$ cat src/rtl/rng_pkg.sv
// Shared types for the random word unit.
package rng_pkg;
    typedef enum logic {
        MODE_RAW  = 1'b0,
        MODE_COND = 1'b1
    } rng_mode_e;
endpackage

$ cat src/rtl/rng_raw_collect.sv
// Raw entropy collector: shifts one bit per clock into a W-bit register and
// counts fresh bits since reset or the last raw read, saturating at W.
// Assumes consume is a single-cycle strobe from the response logic.
module rng_raw_collect #(
    parameter int W = 64
) (
    input  logic         clk,
    input  logic         rst_n,
    input  logic         bit_in,
    input  logic         consume,
    output logic [W-1:0] word_o,
    output logic         full_o
);
    localparam int CW = $clog2(W + 1);

    logic [W-1:0]  shreg;
    logic [CW-1:0] fresh_cnt;

    // Shift register: newest bit at position 0.
    always_ff @(posedge clk) begin
        if (!rst_n) shreg <= '0;
        else        shreg <= {shreg[W-2:0], bit_in};
    end

    // Fresh-bit counter, restarted by a raw read, saturating at W.
    always_ff @(posedge clk) begin
        if (!rst_n)                   fresh_cnt <= '0;
        else if (consume)             fresh_cnt <= '0;
        else if (fresh_cnt != CW'(W)) fresh_cnt <= fresh_cnt + 1'b1;
    end

    assign word_o = shreg;
    assign full_o = (fresh_cnt == CW'(W));
endmodule

$ cat src/rtl/rng_lhca.sv
// Linear hybrid cellular automaton conditioner: W cells with null boundaries,
// rule 150 where MASK bit is set, rule 90 elsewhere, entropy XORed into cell 0.
// Steps every clock out of reset; warm_o rises after W steps.
module rng_lhca #(
    parameter int         W    = 64,
    parameter logic [W-1:0] MASK = '0
) (
    input  logic         clk,
    input  logic         rst_n,
    input  logic         bit_in,
    output logic [W-1:0] state_o,
    output logic         warm_o
);
    localparam int CW = $clog2(W + 1);

    logic [W-1:0]  cells;
    logic [W-1:0]  cells_nx;
    logic [CW-1:0] step_cnt;

    // Next-state per cell, boundary cells see a zero neighbour.
    for (genvar i = 0; i < W; i++) begin : g_cell
        logic lft, rgt, slf, inj;
        if (i == 0) begin : g_lo
            assign lft = 1'b0;
            assign inj = bit_in;
        end else begin : g_mid_lo
            assign lft = cells[i-1];
            assign inj = 1'b0;
        end
        if (i == W - 1) begin : g_hi
            assign rgt = 1'b0;
        end else begin : g_mid_hi
            assign rgt = cells[i+1];
        end
        assign slf         = MASK[i] & cells[i];
        assign cells_nx[i] = lft ^ rgt ^ slf ^ inj;
    end

    // Automaton state register.
    always_ff @(posedge clk) begin
        if (!rst_n) cells <= '0;
        else        cells <= cells_nx;
    end

    // Step counter for warm-up, saturating at W.
    always_ff @(posedge clk) begin
        if (!rst_n)                  step_cnt <= '0;
        else if (step_cnt != CW'(W)) step_cnt <= step_cnt + 1'b1;
    end

    assign state_o = cells;
    assign warm_o  = (step_cnt == CW'(W));
endmodule

$ cat src/rtl/rng_resp.sv
// Request holder and response former: accepts one request at a time, waits
// for the selected source to be ready, substitutes all ones on source error.
// Assumes the sources' ready flags are registered.
module rng_resp
    import rng_pkg::*;
#(
    parameter int W = 64
) (
    input  logic         clk,
    input  logic         rst_n,
    input  logic         req_valid,
    input  rng_mode_e    req_mode,
    input  logic         src_err,
    input  logic         raw_full,
    input  logic [W-1:0] raw_word,
    input  logic         ca_warm,
    input  logic [W-1:0] ca_word,
    output logic         consume_o,
    output logic         pend_o,
    output rng_mode_e    mode_o,
    output logic         rsp_valid,
    output logic [W-1:0] rsp_data
);
    logic      pend;
    rng_mode_e mode_q;
    logic      ready;
    logic      fire;

    // Readiness of the outstanding request.
    always_comb begin
        ready = src_err | ((mode_q == MODE_RAW) ? raw_full : ca_warm);
        fire  = pend & ready;
    end

    assign consume_o = fire & ~src_err & (mode_q == MODE_RAW);

    // Request acceptance; new requests are dropped while one is outstanding.
    always_ff @(posedge clk) begin
        if (!rst_n) begin
            pend   <= 1'b0;
            mode_q <= MODE_RAW;
        end else if (fire) begin
            pend   <= 1'b0;
        end else if (!pend && req_valid) begin
            pend   <= 1'b1;
            mode_q <= req_mode;
        end
    end

    // Response register: one-cycle pulse, word held between responses.
    always_ff @(posedge clk) begin
        if (!rst_n) begin
            rsp_valid <= 1'b0;
            rsp_data  <= '0;
        end else begin
            rsp_valid <= fire;
            if (fire) begin
                if (src_err)                 rsp_data <= '1;
                else if (mode_q == MODE_RAW) rsp_data <= raw_word;
                else                         rsp_data <= ca_word;
            end
        end
    end

    assign pend_o = pend;
    assign mode_o = mode_q;
endmodule

$ cat src/rtl/rng_cond_unit.sv
// Top of the random word unit: raw collector, automaton conditioner and
// response logic. The entropy bit is assumed valid on every clock.
module rng_cond_unit
    import rng_pkg::*;
#(
    parameter int             WIDTH     = 64,
    parameter logic [WIDTH-1:0] RULE_MASK = 64'hA5C3_96E1_0F3C_5A69
) (
    input  logic             clk,
    input  logic             rst_n,
    input  logic             ent_bit,
    input  logic             ent_err,
    input  logic             req_valid,
    input  logic             req_mode,
    output logic             rsp_valid,
    output logic [WIDTH-1:0] rsp_data
);
    logic [WIDTH-1:0] raw_word_w;
    logic [WIDTH-1:0] ca_word_w;
    logic             raw_full_w;
    logic             ca_warm_w;
    logic             consume_w;
    logic             pend_w;
    rng_mode_e        mode_w;

    rng_raw_collect #(.W(WIDTH)) u_raw (
        .clk     (clk),
        .rst_n   (rst_n),
        .bit_in  (ent_bit),
        .consume (consume_w),
        .word_o  (raw_word_w),
        .full_o  (raw_full_w)
    );

    rng_lhca #(.W(WIDTH), .MASK(RULE_MASK)) u_ca (
        .clk     (clk),
        .rst_n   (rst_n),
        .bit_in  (ent_bit),
        .state_o (ca_word_w),
        .warm_o  (ca_warm_w)
    );

    rng_resp #(.W(WIDTH)) u_resp (
        .clk       (clk),
        .rst_n     (rst_n),
        .req_valid (req_valid),
        .req_mode  (rng_mode_e'(req_mode)),
        .src_err   (ent_err),
        .raw_full  (raw_full_w),
        .raw_word  (raw_word_w),
        .ca_warm   (ca_warm_w),
        .ca_word   (ca_word_w),
        .consume_o (consume_w),
        .pend_o    (pend_w),
        .mode_o    (mode_w),
        .rsp_valid (rsp_valid),
        .rsp_data  (rsp_data)
    );
endmodule

$ cat config.mk
export PLATFORM = sky130hd
export DESIGN_NAME = rng_cond_unit
export DESIGN_NICKNAME = d
export VERILOG_FILES = /design/src/rtl/rng_pkg.sv /design/src/rtl/rng_raw_collect.sv /design/src/rtl/rng_lhca.sv /design/src/rtl/rng_resp.sv /design/src/rtl/rng_cond_unit.sv
export SDC_FILE = /design/constraint.sdc
export NUM_CORES = 1
export LEC_CHECK = 0
export BUFFER_PORTS_ARGS = -buffer_cell sky130_fd_sc_hd__buf_2
export CAP_MARGIN = 15
export CORE_ASPECT_RATIO = 2
export CORE_MARGIN = 5
export CORE_UTILIZATION = 47
export CTS_CLUSTER_DIAMETER = 200
export DETAILED_ROUTE_END_ITERATION = 10
export PLACE_DENSITY_LB_ADDON = 0.08
export SYNTH_ARGS = -nofsm -noshare
export SYNTH_HDL_FRONTEND = slang
export SYNTH_HIERARCHICAL = 1
export SYNTH_SLANG_ARGS = --single-unit
$ cat constraint.sdc
create_clock -name clk -period 2.26 [get_ports clk]
set_input_delay 0.565 -clock clk [delete_from_list [all_inputs] [get_ports clk]]
set_output_delay 0.565 -clock clk [all_outputs]
set_load 0.02 [all_outputs]
==> impl_metrics.ini <==
[pwr]
p_clk_frac = 0.398
power_density_nw_per_um2 = 957
p_sw_frac = 0.245
max-vdd-ir-drop_mv = 0.648
sequentialPowerShare = 0.485
p_int_w = 0.00661
switchingPower_w = 0.00215
pwr-share-comb = 0.117
power.leakage_nw = 4.10

[routing]
avgRoutedWirePerCell_um = 15.5
drt_iter0_drc = 140
vias = 4781
vias_per_cell = 5.05
drt_first_pass_iters = 4
drc = 0
antenna_left = 0
routed_wl_mm = 14.7

[worst_setup_path]
start_kind = flop
cp-endpoint = u_resp/rsp_data[47]
crit_type = reg2reg
reg2reg_to = u_resp/rsp_data[47]
reg2reg_from = u_ca/step_cnt[0]
required_ns = 2.63
r2r_slack_ns = 0.13
crit_fanout = 27
cp-startpoint = u_ca/step_cnt[0]
worstPathArrival_ns = 2.50
reg2reg_depth = 8
end_kind = flop

[die]
die_h_um = 193
initial_utilization = 0.475
core_um2 = 16600
num_rows = 67
io_pins = 71
die_width_um = 102
die-area_um2 = 19600

[job]
max_cap_violations = 0

[place]
post-place-ws_ns = 0.134
dp_hpwl_mm = 9.13
numPortBuffers = 70
place_congestion = 0.737

[logic_synthesis]
ys.flop_type = dfxtp_1
synth_area_um2 = 7890
synthArstFlopShare = 0
netlist.area_leader.share = 0.531
synth_seq_cells = 209
synth_area_leaders = dfxtp_1 (53%), and2_1 (10%), mux2_2 (9.1%)
synth-seq-area-share = 0.531
synth_cell_types = 33
yosysWarnings = 6
syn_avg_cell_area_um2 = 11.9
syn-num-nets = 675
yosysTopAreaCell = dfxtp_1
synthCells = 665
synth_edf_count = 0

[sta]
min_period_ns = 2.13
rsz0062_at_grt = no
tightestPinTransition_ns = 0.438
final.setup.tns_ns = 0
finalSetupViolCount = 0
fin_skew_ns = 0.0153
fin_ws_ns = 0.131
maxSlewViolCount = 0
max_clock_freq_ghz = 0.470
relSlewSlack = 0.708
hold_viol = 0
period_share = 0.942

[grt]
globalRouteTotalUtil = 0.153
busiest_layer = met2
grt_pass1_wl_mm = 24.7
grt_overflow_total = 0
antenna_found_initial = 0
first_global_vias = 4893
grtUsageMet3 = 0.0259
met1_usage = 0.209
gr-usage-met2 = 0.247
grt_start_max_net_pins = 67

[finish]
layout.cells.most_common = dfxtp_1
synthToLayoutAreaGrowth_pct = 16.1
utilization = 0.551
layout-drive-gt1-share = 0.253
fin_nets = 736
mostFrequentLayoutCells = dfxtp_1 (208), and2_1 (131), buf_2 (69), xor2_1 (66)
antennaDiodeCount = 0

[clock_network]
cts_buffers = 20
cts_tree = yes
clk_pin_slew_ns = 0.06
cts_resized = 0
postCtsHoldBufs = 0
htreeDepth = 1
ctsRootBufferMaster = clkbuf_16
cts_buffer_depth = 3
worstSkewPairLatency_ns = 0.48
cts.sinks = 209
postCtsSetupRepairBufs = 0

[worst_hold_path]
hold_class = in2reg

[outcome]
outcome = finished clean
==> logic make-up after synthesis <==
logic type / after synthesis / share of synthesized area
AOI/OAI and AO/OA: 72 / 0.0976
xor gates and xnor gates: 91 / 0.101
adders and majority gates: 4 / 0.00635
buffers and inverters: 47 / 0.0295
DFF: 209 / 0.531
muxes: 70 / 0.0997
and+or+nand+nor: 172 / 0.135
==> metal layers <==
metal,share of wire,vias to the layer above
met5,0,-
met4,0.018,0
met3,0.037,18
met2,0.47,67
met1,0.48,2289
li1,-,2407
==> flip-flops by register name (all words and copies together) (netlist names) <==
| signal | flops |
|---|---|
| u_ca/step_cnt | 7 |
| u_resp/pend_o | 1 |
| u_resp/rsp_valid | 1 |
| u_resp/mode_o | 1 |
| u_ca/state_o | 64 |
| u_resp/rsp_data | 64 |
| u_raw/fresh_cnt | 7 |
| u_raw/word_o | 64 |
==> synthesized netlist by cell type, types with 2 or more instances <==
cell and count:
nor3b_1 4, buf_1 4, xor2_1 66, inv_1 4, ha_1 4, nor2b_1 5
xnor2_1 25, nand3_1 5, buf_2 6, nand2b_1 3, nand2_1 11, or3_1 2
mux2_2 64, mux2i_1 5, a21oi_1 3, o21ai_0 2, nor2_1 2, and2_1 131
clkbuf_1 26, o21a_1 2, dfxtp_1 209, nor3_1 3, buf_6 6, o221a_1 64
==> worst max-delay path: stages, from the launching register on <==
cell     delay (ns)
dfxtp_1        0.33
inv_1          0.08
ha_1           0.13
or4b_1         0.48
nor3b_4        0.20
mux2_4         0.18
nand2_2        0.07
buf_4          0.25
o221a_1        0.28
==> how the worst min path moves through the flow <==
| stage | slack, ns | to | cells after the start | startpoint |
|---|---|---|---|---|
| global placement | 0.44 | u_raw/word_o[43] | 1 | u_raw/word_o[42] |
| finish | 0.34 | u_resp/mode_o | 3 | req_mode |
| floorplan | 0.43 | u_raw/word_o[10] | 1 | u_raw/word_o[9] |
| global route | 0.34 | u_raw/word_o[0] | 2 | ent_bit |
| detailed placement | 0.44 | u_raw/word_o[13] | 1 | u_raw/word_o[12] |
| CTS | 0.32 | u_raw/word_o[0] | 2 | ent_bit |
==> metrics by stage <==
step	hold WS [ns]	instance area (µm²)	cells	total power [W]
finish	0.338	9150	947	0.00876
global route	0.344	9150	947	0.00918
CTS	0.322	9150	947	0.00889
detailed placement	0.444	8450	911	0.00536
global placement	0.436	8450	911	0.00535
floorplan	0.431	7890	665	0.00511
==> layout make-up <==
class                   count  area, µm²
clock buffers              31        643
clock inverters             5       63.8
fillers                  1479       7440
inverters                   4       15.0
multi-input cells         409       3470
flip-flops and latches    209       4190
well taps                 207        259
repair buffers             82        518
==> power groups by stage <==
stage          clock network (W)  registers [W]  logic [W]
3_3_place_gp                   0        0.00434    0.00101
3_5_place_dp                   0        0.00434    0.00102
5_1_grt                  0.00373        0.00430    0.00116
6_report                 0.00348        0.00425    0.00103
2_1_floorplan                  0        0.00435   0.000760
4_1_cts                  0.00360        0.00426    0.00104
Power figures use the tool's default switching activity.
